<file path="src/rtl/updn_timer_pkg.sv">
package updn_timer_pkg;
  typedef enum logic [1:0] {
    ALN_EDGE  = 2'b00,
    ALN_CDN   = 2'b01,
    ALN_CUP   = 2'b10,
    ALN_CBOTH = 2'b11
  } align_e;

  typedef struct packed {
    logic [1:0] div;
    logic       buffered;
    align_e     mode;
    logic       dn;
    logic       one_shot;
    logic       run;
  } ctrl_t;

  localparam int CTRL_W = 8;
  localparam logic [2:0] A_CTRL = 3'd0;
  localparam logic [2:0] A_CNT  = 3'd1;
  localparam logic [2:0] A_ARR  = 3'd2;
  localparam logic [2:0] A_CMP  = 3'd3;
  localparam logic [2:0] A_STS  = 3'd4;
endpackage

</file>
<file path="src/rtl/updn_timer_ctrl.sv">
module updn_timer_ctrl
  import updn_timer_pkg::*;
#(
  parameter int DW = 16
) (
  input  logic          clk_i,
  input  logic          rst_ni,
  input  logic          wr_i,
  input  logic [DW-1:0] wdata_i,
  input  logic          stop_i,
  output ctrl_t         ctrl_o
);
  ctrl_t ctrl_q;
  logic  blocked;

  // edge -> center switch forbidden while running
  assign blocked = ctrl_q.run && (ctrl_q.mode == ALN_EDGE) && (wdata_i[4:3] != 2'b00);

  always_ff @(posedge clk_i or negedge rst_ni) begin
    if (!rst_ni)                ctrl_q <= '0;
    else if (wr_i && !blocked)  ctrl_q <= ctrl_t'(wdata_i[CTRL_W-1:0]);
    else if (stop_i)            ctrl_q.run <= 1'b0;
  end

  assign ctrl_o = ctrl_q;

  p_center_lock_r10: assert property (@(posedge clk_i) disable iff (!rst_ni)
    (ctrl_q.run && ctrl_q.mode == ALN_EDGE) |=> (ctrl_q.mode == ALN_EDGE));

  p_one_shot_stop_r11: assert property (@(posedge clk_i) disable iff (!rst_ni)
    (stop_i && !wr_i) |=> !ctrl_q.run);
endmodule

</file>
<file path="src/rtl/updn_timer_cnt.sv">
module updn_timer_cnt
  import updn_timer_pkg::*;
#(
  parameter int CNT_W = 16
) (
  input  logic             clk_i,
  input  logic             rst_ni,
  input  logic             run_i,
  input  align_e           mode_i,
  input  logic             dn_i,
  input  logic             buf_i,
  input  logic             wr_cnt_i,
  input  logic             wr_arr_i,
  input  logic [CNT_W-1:0] wdata_i,
  output logic [CNT_W-1:0] cnt_o,
  output logic [CNT_W-1:0] arr_o,
  output logic             hdn_o,
  output logic             upd_o
);
  localparam logic [CNT_W-1:0] ONE = CNT_W'(1);

  logic [CNT_W-1:0] cnt_q, cnt_d, arr_q, pre_q;
  logic             hdn_q, hdn_d, upd;
  logic             arr_zero;

  assign arr_zero = (arr_q == '0);

  always_comb begin
    if (mode_i == ALN_EDGE) upd = dn_i ? (cnt_q == '0) : (cnt_q == arr_q);
    else                    upd = hdn_q ? (cnt_q == '0) : (cnt_q >= arr_q);
    upd = upd & run_i;

    hdn_d = hdn_q;
    if (mode_i == ALN_EDGE) hdn_d = dn_i;
    else if (upd)           hdn_d = ~hdn_q;

    cnt_d = cnt_q;
    if (run_i) begin
      if (mode_i == ALN_EDGE) begin
        if (!dn_i) cnt_d = upd ? '0 : cnt_q + ONE;
        else       cnt_d = upd ? arr_q : cnt_q - ONE;
      end else if (!hdn_q) begin
        cnt_d = upd ? (arr_zero ? '0 : cnt_q - ONE) : cnt_q + ONE;
      end else begin
        cnt_d = upd ? (arr_zero ? '0 : cnt_q + ONE) : cnt_q - ONE;
      end
    end
    if (wr_cnt_i) cnt_d = wdata_i;
  end

  always_ff @(posedge clk_i or negedge rst_ni) begin
    if (!rst_ni) begin
      cnt_q <= '0;
      hdn_q <= 1'b0;
      arr_q <= '0;
      pre_q <= '0;
    end else begin
      cnt_q <= cnt_d;
      hdn_q <= hdn_d;
      if (wr_arr_i) pre_q <= wdata_i;
      if (wr_arr_i && !buf_i) arr_q <= wdata_i;
      else if (upd && buf_i)  arr_q <= pre_q;
    end
  end

  assign cnt_o = cnt_q;
  assign arr_o = arr_q;
  assign hdn_o = hdn_q;
  assign upd_o = upd;

  p_edge_up_wrap_r5: assert property (@(posedge clk_i) disable iff (!rst_ni)
    (run_i && mode_i == ALN_EDGE && !dn_i && cnt_q == arr_q && !wr_cnt_i) |=> (cnt_q == '0));

  p_edge_dn_reload_r6: assert property (@(posedge clk_i) disable iff (!rst_ni)
    (run_i && mode_i == ALN_EDGE && dn_i && cnt_q == '0 && !wr_cnt_i) |=> (cnt_q == $past(arr_q)));

  p_preload_r4: assert property (@(posedge clk_i) disable iff (!rst_ni)
    (upd && buf_i && !wr_arr_i) |=> (arr_q == $past(pre_q)));

  p_hold_stopped_r11: assert property (@(posedge clk_i) disable iff (!rst_ni)
    (!run_i && !wr_cnt_i) |=> (cnt_q == $past(cnt_q)));
endmodule

</file>
<file path="src/rtl/updn_timer_cmp.sv">
module updn_timer_cmp
  import updn_timer_pkg::*;
#(
  parameter int CNT_W = 16
) (
  input  logic             clk_i,
  input  logic             rst_ni,
  input  logic             run_i,
  input  align_e           mode_i,
  input  logic             hdn_i,
  input  logic [CNT_W-1:0] cnt_i,
  input  logic             wr_ccr_i,
  input  logic             wr_sts_i,
  input  logic [CNT_W-1:0] wdata_i,
  output logic [CNT_W-1:0] ccr_o,
  output logic             flag_o
);
  logic [CNT_W-1:0] ccr_q;
  logic             flag_q, phase_ok, hit, clr;

  always_comb begin
    unique case (mode_i)
      ALN_CDN: phase_ok = hdn_i;
      ALN_CUP: phase_ok = ~hdn_i;
      default: phase_ok = 1'b1;
    endcase
  end

  assign hit = run_i && (cnt_i == ccr_q) && phase_ok;
  assign clr = wr_sts_i && !wdata_i[0];

  always_ff @(posedge clk_i or negedge rst_ni) begin
    if (!rst_ni) begin
      ccr_q  <= '0;
      flag_q <= 1'b0;
    end else begin
      if (wr_ccr_i) ccr_q <= wdata_i;
      flag_q <= hit | (flag_q & ~clr);
    end
  end

  assign ccr_o  = ccr_q;
  assign flag_o = flag_q;

  p_cup_no_down_set_r9: assert property (@(posedge clk_i) disable iff (!rst_ni)
    (mode_i == ALN_CUP && hdn_i && !flag_q) |=> !flag_q);

  p_cdn_no_up_set_r9: assert property (@(posedge clk_i) disable iff (!rst_ni)
    (mode_i == ALN_CDN && !hdn_i && !flag_q) |=> !flag_q);

  p_flag_sticky_r9: assert property (@(posedge clk_i) disable iff (!rst_ni)
    (flag_q && !wr_sts_i) |=> flag_q);
endmodule

</file>
<file path="src/rtl/updn_timer.sv">
module updn_timer
  import updn_timer_pkg::*;
#(
  parameter int CNT_W = 16
) (
  input  logic             clk_i,
  input  logic             rst_ni,
  input  logic             we_i,
  input  logic [2:0]       addr_i,
  input  logic [CNT_W-1:0] wdata_i,
  output logic [CNT_W-1:0] rdata_o,
  output logic [CNT_W-1:0] cnt_o,
  output logic             upd_o,
  output logic             cmp_flag_o,
  output logic             run_o,
  output logic [2:0]       div_ratio_o
);
  localparam int PAD_W = CNT_W - CTRL_W;

  ctrl_t            ctrl;
  logic [CNT_W-1:0] cnt, arr, ccr;
  logic             hdn, upd, flag, dir_rd;

  updn_timer_ctrl #(.DW(CNT_W)) u_ctrl (
    .clk_i   (clk_i),
    .rst_ni  (rst_ni),
    .wr_i    (we_i && addr_i == A_CTRL),
    .wdata_i (wdata_i),
    .stop_i  (upd && ctrl.one_shot),
    .ctrl_o  (ctrl)
  );

  updn_timer_cnt #(.CNT_W(CNT_W)) u_cnt (
    .clk_i    (clk_i),
    .rst_ni   (rst_ni),
    .run_i    (ctrl.run),
    .mode_i   (ctrl.mode),
    .dn_i     (ctrl.dn),
    .buf_i    (ctrl.buffered),
    .wr_cnt_i (we_i && addr_i == A_CNT),
    .wr_arr_i (we_i && addr_i == A_ARR),
    .wdata_i  (wdata_i),
    .cnt_o    (cnt),
    .arr_o    (arr),
    .hdn_o    (hdn),
    .upd_o    (upd)
  );

  updn_timer_cmp #(.CNT_W(CNT_W)) u_cmp (
    .clk_i    (clk_i),
    .rst_ni   (rst_ni),
    .run_i    (ctrl.run),
    .mode_i   (ctrl.mode),
    .hdn_i    (hdn),
    .cnt_i    (cnt),
    .wr_ccr_i (we_i && addr_i == A_CMP),
    .wr_sts_i (we_i && addr_i == A_STS),
    .wdata_i  (wdata_i),
    .ccr_o    (ccr),
    .flag_o   (flag)
  );

  assign dir_rd = (ctrl.mode == ALN_EDGE) ? ctrl.dn : hdn;

  always_comb begin
    unique case (addr_i)
      A_CTRL:  rdata_o = {{PAD_W{1'b0}}, ctrl.div, ctrl.buffered, ctrl.mode,
                          dir_rd, ctrl.one_shot, ctrl.run};
      A_CNT:   rdata_o = cnt;
      A_ARR:   rdata_o = arr;
      A_CMP:   rdata_o = ccr;
      A_STS:   rdata_o = {{(CNT_W-1){1'b0}}, flag};
      default: rdata_o = '0;
    endcase
  end

  always_comb begin
    unique case (ctrl.div)
      2'b00:   div_ratio_o = 3'd1;
      2'b01:   div_ratio_o = 3'd2;
      2'b10:   div_ratio_o = 3'd4;
      default: div_ratio_o = 3'd0;
    endcase
  end

  assign cnt_o      = cnt;
  assign upd_o      = upd;
  assign cmp_flag_o = flag;
  assign run_o      = ctrl.run;

  p_center_range_r7: assert property (@(posedge clk_i) disable iff (!rst_ni)
    (ctrl.run && ctrl.mode != ALN_EDGE && cnt < arr && !we_i) |=> (cnt <= arr));
endmodule

</file>
<file path="config.mk">
export PLATFORM = sky130hd
export DESIGN_NAME = updn_timer
export DESIGN_NICKNAME = d
export VERILOG_FILES = /design/src/rtl/updn_timer_pkg.sv /design/src/rtl/updn_timer_ctrl.sv /design/src/rtl/updn_timer_cnt.sv /design/src/rtl/updn_timer_cmp.sv /design/src/rtl/updn_timer.sv
export SDC_FILE = /design/constraint.sdc
export NUM_CORES = 1
export LEC_CHECK = 0
export ABC_CLOCK_PERIOD_IN_PS = 2900
export BUFFER_PORTS_ARGS = -buffer_cell sky130_fd_sc_hd__buf_2
export CORE_AREA = 2 2 127 92
export CTS_BUF_LIST = sky130_fd_sc_hd__clkbuf_8
export DETAILED_ROUTE_END_ITERATION = 10
export DIE_AREA = 0 0 129 94
export PLACE_DENSITY = 0.84
export SLEW_MARGIN = 20
export SYNTH_ARGS = -nofsm -noshare
export SYNTH_HDL_FRONTEND = slang
export SYNTH_HIERARCHICAL = 1
export SYNTH_SLANG_ARGS = --single-unit
export TNS_END_PERCENT = 30
</file>
<file path="constraint.sdc">
create_clock -name clk_i -period 2.9 [get_ports clk_i]
set_input_delay 0.58 -clock clk_i [delete_from_list [all_inputs] [get_ports clk_i]]
set_output_delay 0.58 -clock clk_i [all_outputs]
set_load 0.1 [all_outputs]
</file>
==> results.rst <==
.. list-table::
   :header-rows: 1

   * - Metric
     - Value
   * - TritonCTS clock tree
     - done
   * - Overall fraction of global-route tracks in use
     - between 30% and 40%
   * - Chip width
     - approximately 130 um
   * - Post-DP Area
     - approximately 7100 um2
   * - Hold slack
     - 84.60 ps
   * - Endpoints failing setup
     - 4
   * - Worst-path maximum fanout
     - 3
   * - Logic gate share of total power
     - between 60% and 70%
   * - Worst skew pair latency
     - ~360 ps
   * - Total die area
     - approximately 12000 um2
   * - Ys flop type
     - sky130_fd_sc_hd__dfrtp_1
   * - Clock slew at reported path FFs
     - 80 ps
   * - Floorplan die height
     - between 90 and 100 um
   * - Highest-count cells in the layout ignoring fill and taps
     - sky130_fd_sc_hd__buf_4, sky130_fd_sc_hd__dfrtp_1, sky130_fd_sc_hd__nand2_1
   * - Drt via density
     - ~6.6
   * - Final-report hold violation count
     - 0
   * - Worst Setup Slack post-DPL
     - -116.4 ps
   * - Total Nets Final
     - 813
   * - Diode insertion count for antenna repair
     - 0
   * - Placed insts
     - slightly above 900
   * - CP Cell Sequence
     - ha_1 > nand4_1 > or3_4 > a31o_4 > o211ai_1 > nand2_1 > inv_2 > buf_12
   * - P_int
     - ~4100 uW
   * - Startpoint types
     - register
   * - Fraction of the yosys area taken by sequential cells
     - 30.85%
   * - Worst path top cell family by delay
     - simple AND/OR/NAND/NOR gates
   * - Min-Delay Path Class
     - in2async
   * - Final WS setup
     - -315.7 ps
   * - Mapped Area
     - about 6000 um2
   * - Finished Layout Cells
     - 928
   * - Maximum capacitance violations
     - 0
   * - Synth Register Bits
     - 74
   * - WP data arrival
     - approximately 2600 ps
   * - LEAKAGE
     - approximately 0.0033 uW
   * - Count of buffering cells on the critical path with inverters included
     - 2
   * - Master of the slowest instance on the critical path
     - sky130_fd_sc_hd__dfrtp_4
   * - Number of buffers created by CTS
     - 9
   * - Post-route cell area
     - 7472 um2
   * - Clock Tree Buf Depth
     - 2
   * - EDFF count, synth
     - 0
   * - 1st-iter DRT viols
     - 879
   * - Vias in the first global route
     - just under 6000
   * - Worst vdd rail ir drop
     - ~1200 uV
   * - Synthesized area divided by synthesized cell count
     - 8.987 um2
   * - Boundary pin count
     - 60
   * - Most common cell after layout, fill and taps aside
     - sky130_fd_sc_hd__buf_4
   * - Number of buffers added on ports
     - 59
   * - Clock Skews
     - about 3.7 ps
   * - Proportion of register bits with asynchronous set or reset after synthesis
     - between 90% and 100%
   * - Category of the worst setup path capture point
     - primary output
   * - Headroom to the max-slew limit
     - just over 50%
   * - Routed via count
     - ~6200
   * - Yosys warning count
     - 6
   * - Clock power share
     - about a tenth
   * - Initial DRT Pass Iterations
     - 5
   * - Final max-slew violation count
     - 0
   * - Maximum level of the CTS H-tree
     - 3
   * - Tightest Pin Transition
     - approximately 730 ps
   * - Part of the total power dissipated in sequential elements
     - about 20%
   * - Pin count of the biggest net entering global routing
     - between 70 and 80
   * - Failing checks
     - negative setup slack
   * - Initial standard-cell utilization of the core
     - 55.33%
   * - Post-detail-place hpwl
     - between 15000 and 20000 um
   * - Setup CP Type
     - reg2out
   * - Setup repair after global routing missed its margin
     - yes
   * - Cell at the root of the clock tree
     - sky130_fd_sc_hd__clkbuf_8
   * - Share of post-route cells with drive strength above 1
     - about a third
   * - Standard cell core area
     - 10850 um2
   * - Areal power density over the cells
     - between 1000 and 1500 nW/um2
   * - Final critical path time including I/O delays and setup
     - around 3200 ps
   * - First-pass GRT wire length
     - approximately 33000 um
   * - GRT overflow
     - 0
   * - Average wire per standard cell
     - between 20 and 25 um
   * - Detail Route Antenna Nets
     - 0
   * - Number of sinks handled by clock tree synthesis
     - 74
   * - DRC Markers
     - 0
   * - NetSw
     - a little under 5000 uW
   * - Final GP Congestion
     - 1.013
   * - Switching power share of the total
     - 54.24%
   * - Number of cells produced by synthesis
     - 668
   * - Slowest Stage Delay on Critical Path
     - 510 ps
   * - Number of antenna violations at the first check in global routing
     - 0
   * - Net Count, Synth
     - 710
   * - Final period util
     - 110.9%
   * - Max Freq
     - 0.3110 GHz
   * - Routed wire length
     - approximately 22000 um
   * - Result of the run
     - complete, but fails checks
   * - Number of distinct library cells after synthesis
     - between 70 and 80
   * - Required time worst endpoint
     - approximately 2300 ps
   * - Area growth from synthesis to layout
     - 24.47%
   * - Row cnt
     - 32
[cells in the mapped netlist (3+ instances only)]
| cell | n | area [um2] |
|---|---|---|
| sky130_fd_sc_hd__xnor2_1 | 19 | 166.4 |
| sky130_fd_sc_hd__mux2_1 | 8 | 90.09 |
| sky130_fd_sc_hd__nand2b_1 | 5 | 31.28 |
| sky130_fd_sc_hd__o21ai_0 | 43 | 215.2 |
| sky130_fd_sc_hd__mux2_2 | 40 | 450.4 |
| sky130_fd_sc_hd__inv_1 | 36 | 135.1 |
| sky130_fd_sc_hd__a311oi_1 | 4 | 35.03 |
| sky130_fd_sc_hd__nand4_1 | 10 | 62.56 |
| sky130_fd_sc_hd__dfrtp_1 | 74 | 1852 |
| sky130_fd_sc_hd__or2_2 | 3 | 18.77 |
| sky130_fd_sc_hd__a211oi_1 | 9 | 67.56 |
| sky130_fd_sc_hd__o22ai_1 | 5 | 31.28 |
| sky130_fd_sc_hd__a21oi_1 | 35 | 175.2 |
| sky130_fd_sc_hd__mux2i_1 | 18 | 180.2 |
| sky130_fd_sc_hd__clkbuf_1 | 26 | 97.59 |
| sky130_fd_sc_hd__nor4_1 | 13 | 81.33 |
| sky130_fd_sc_hd__ha_1 | 20 | 250.2 |
| sky130_fd_sc_hd__a41o_1 | 3 | 30.03 |
| sky130_fd_sc_hd__a31oi_1 | 7 | 43.79 |
| sky130_fd_sc_hd__and2_1 | 4 | 25.02 |
| sky130_fd_sc_hd__a21o_1 | 5 | 37.54 |
| sky130_fd_sc_hd__nor2_1 | 50 | 187.7 |
| sky130_fd_sc_hd__nand2_1 | 56 | 210.2 |
| sky130_fd_sc_hd__xor2_1 | 26 | 227.7 |
| sky130_fd_sc_hd__a22oi_1 | 10 | 75.07 |
| sky130_fd_sc_hd__nand3_1 | 15 | 75.07 |
| sky130_fd_sc_hd__buf_2 | 10 | 50.05 |
| sky130_fd_sc_hd__buf_1 | 3 | 11.26 |
| sky130_fd_sc_hd__o31a_1 | 4 | 35.03 |
| sky130_fd_sc_hd__mux4_2 | 10 | 225.2 |
| sky130_fd_sc_hd__o31ai_1 | 6 | 45.04 |
| sky130_fd_sc_hd__o21a_1 | 4 | 30.03 |
| sky130_fd_sc_hd__nor3_1 | 11 | 55.05 |
| sky130_fd_sc_hd__nor2b_1 | 11 | 68.82 |
| sky130_fd_sc_hd__buf_4 | 6 | 45.04 |
| sky130_fd_sc_hd__buf_6 | 4 | 45.04 |
| sky130_fd_sc_hd__o211ai_1 | 7 | 52.55 |
[worst paths after layout]
check	from	to	slack [ps]	depth (start not counted)
max	u_cnt/cnt_o[11]	upd_o	-320	8
min	rst_ni	u_cnt/cnt_o[2]	80	1
max reg2reg	u_cnt/cnt_o[11]	u_cnt/cnt_o[15]	-30	11
min reg2reg	u_cnt/pre_q[5]	u_cnt/pre_q[5]	520	1
max in group asynchronous	rst_ni	u_cnt/cnt_o[15]	2210	2
min in group clk_i	wdata_i[14]	u_cmp/ccr_o[14]	510	2
[power by group through the flow]
stage          Sequential [uW]  Combinational (uW)  Clock (uW)
3_5_place_dp              1790                5910           0
6_report                  1790                6230         922
4_1_cts                   1770                5960         923
3_3_place_gp              1760                5770           0
2_1_floorplan             2610                3220           0
5_1_grt                   1830                6530         965
[kinds of logic after synthesis]
| family | synth area share, % |
|---|---|
| buffers and inverters | 6.794 |
| AOI/OAI and AO/OA | 18.47 |
| xor gates and xnor gates | 6.565 |
| and+or+nand+nor | 17.40 |
| DFF | 30.85 |
| muxes | 15.76 |
| adders and majority gates | 4.168 |
[what timing repair did]
item / 4_1_cts / 5_1_grt
pin swaps: 0 / 4
endpoints found under the setup margin: 9 / 21
setup buffers: 1 / 6
hold buffers: 0 / 0
hold endpoints to repair: 0 / 0
gates resized for setup: 3 / 7
[layout make-up]
cell class | instances | area (um2)
Sequential cell | 74 | 1894
Multi-Input combinational cell | 507 | 3897
Tap cell | 153 | 191.4
Clock inverter | 5 | 80.08
Clock buffer | 10 | 137.6
Fill cell | 822 | 3378
Inverter | 37 | 138.9
Timing Repair Buffer | 142 | 1132
[per-layer routing]
layer	vias up	GRT usage, %	share of wire, %
li1	2628	-	-
met1	3035	50.72	42
met2	415	56.53	45
met3	72	7.802	11
met4	0	10.24	2.7
met5	-	0	0
[worst register-to-register path, delay by kind of cell (launching register included)]
family	cells	cell delay, ps
AOI/OAI and AO/OA	3	540
buffers and inverters	3	440
adders and majority gates	1	330
muxes	1	300
DFF	1	510
and+or+nand+nor	3	750
[per-stage QoR]
stage	power [uW]	TNS, ps	util [%]
finish	8942	-378.3	68.87
global route	9320	-626.2	68.87
CTS	8661	-284.9	67.84
detailed placement	7699	-513.2	65.60
global placement	7530	-54.73	65.60
floorplan	5834	-2163	-
[registers in the layout, summed over array words and instances, names as in the netlist]
| signal | flops |
|---|---|
| u_cmp/ccr_o | 16 |
| u_cnt/arr_o | 16 |
| u_cnt/cnt_o | 16 |
| u_cnt/pre_q | 16 |
| u_ctrl/ctrl_o | 8 |
| u_cmp/flag_o | 1 |
| u_cnt/hdn_o | 1 |
No activity file was read; power rests on OpenSTA's default activity.
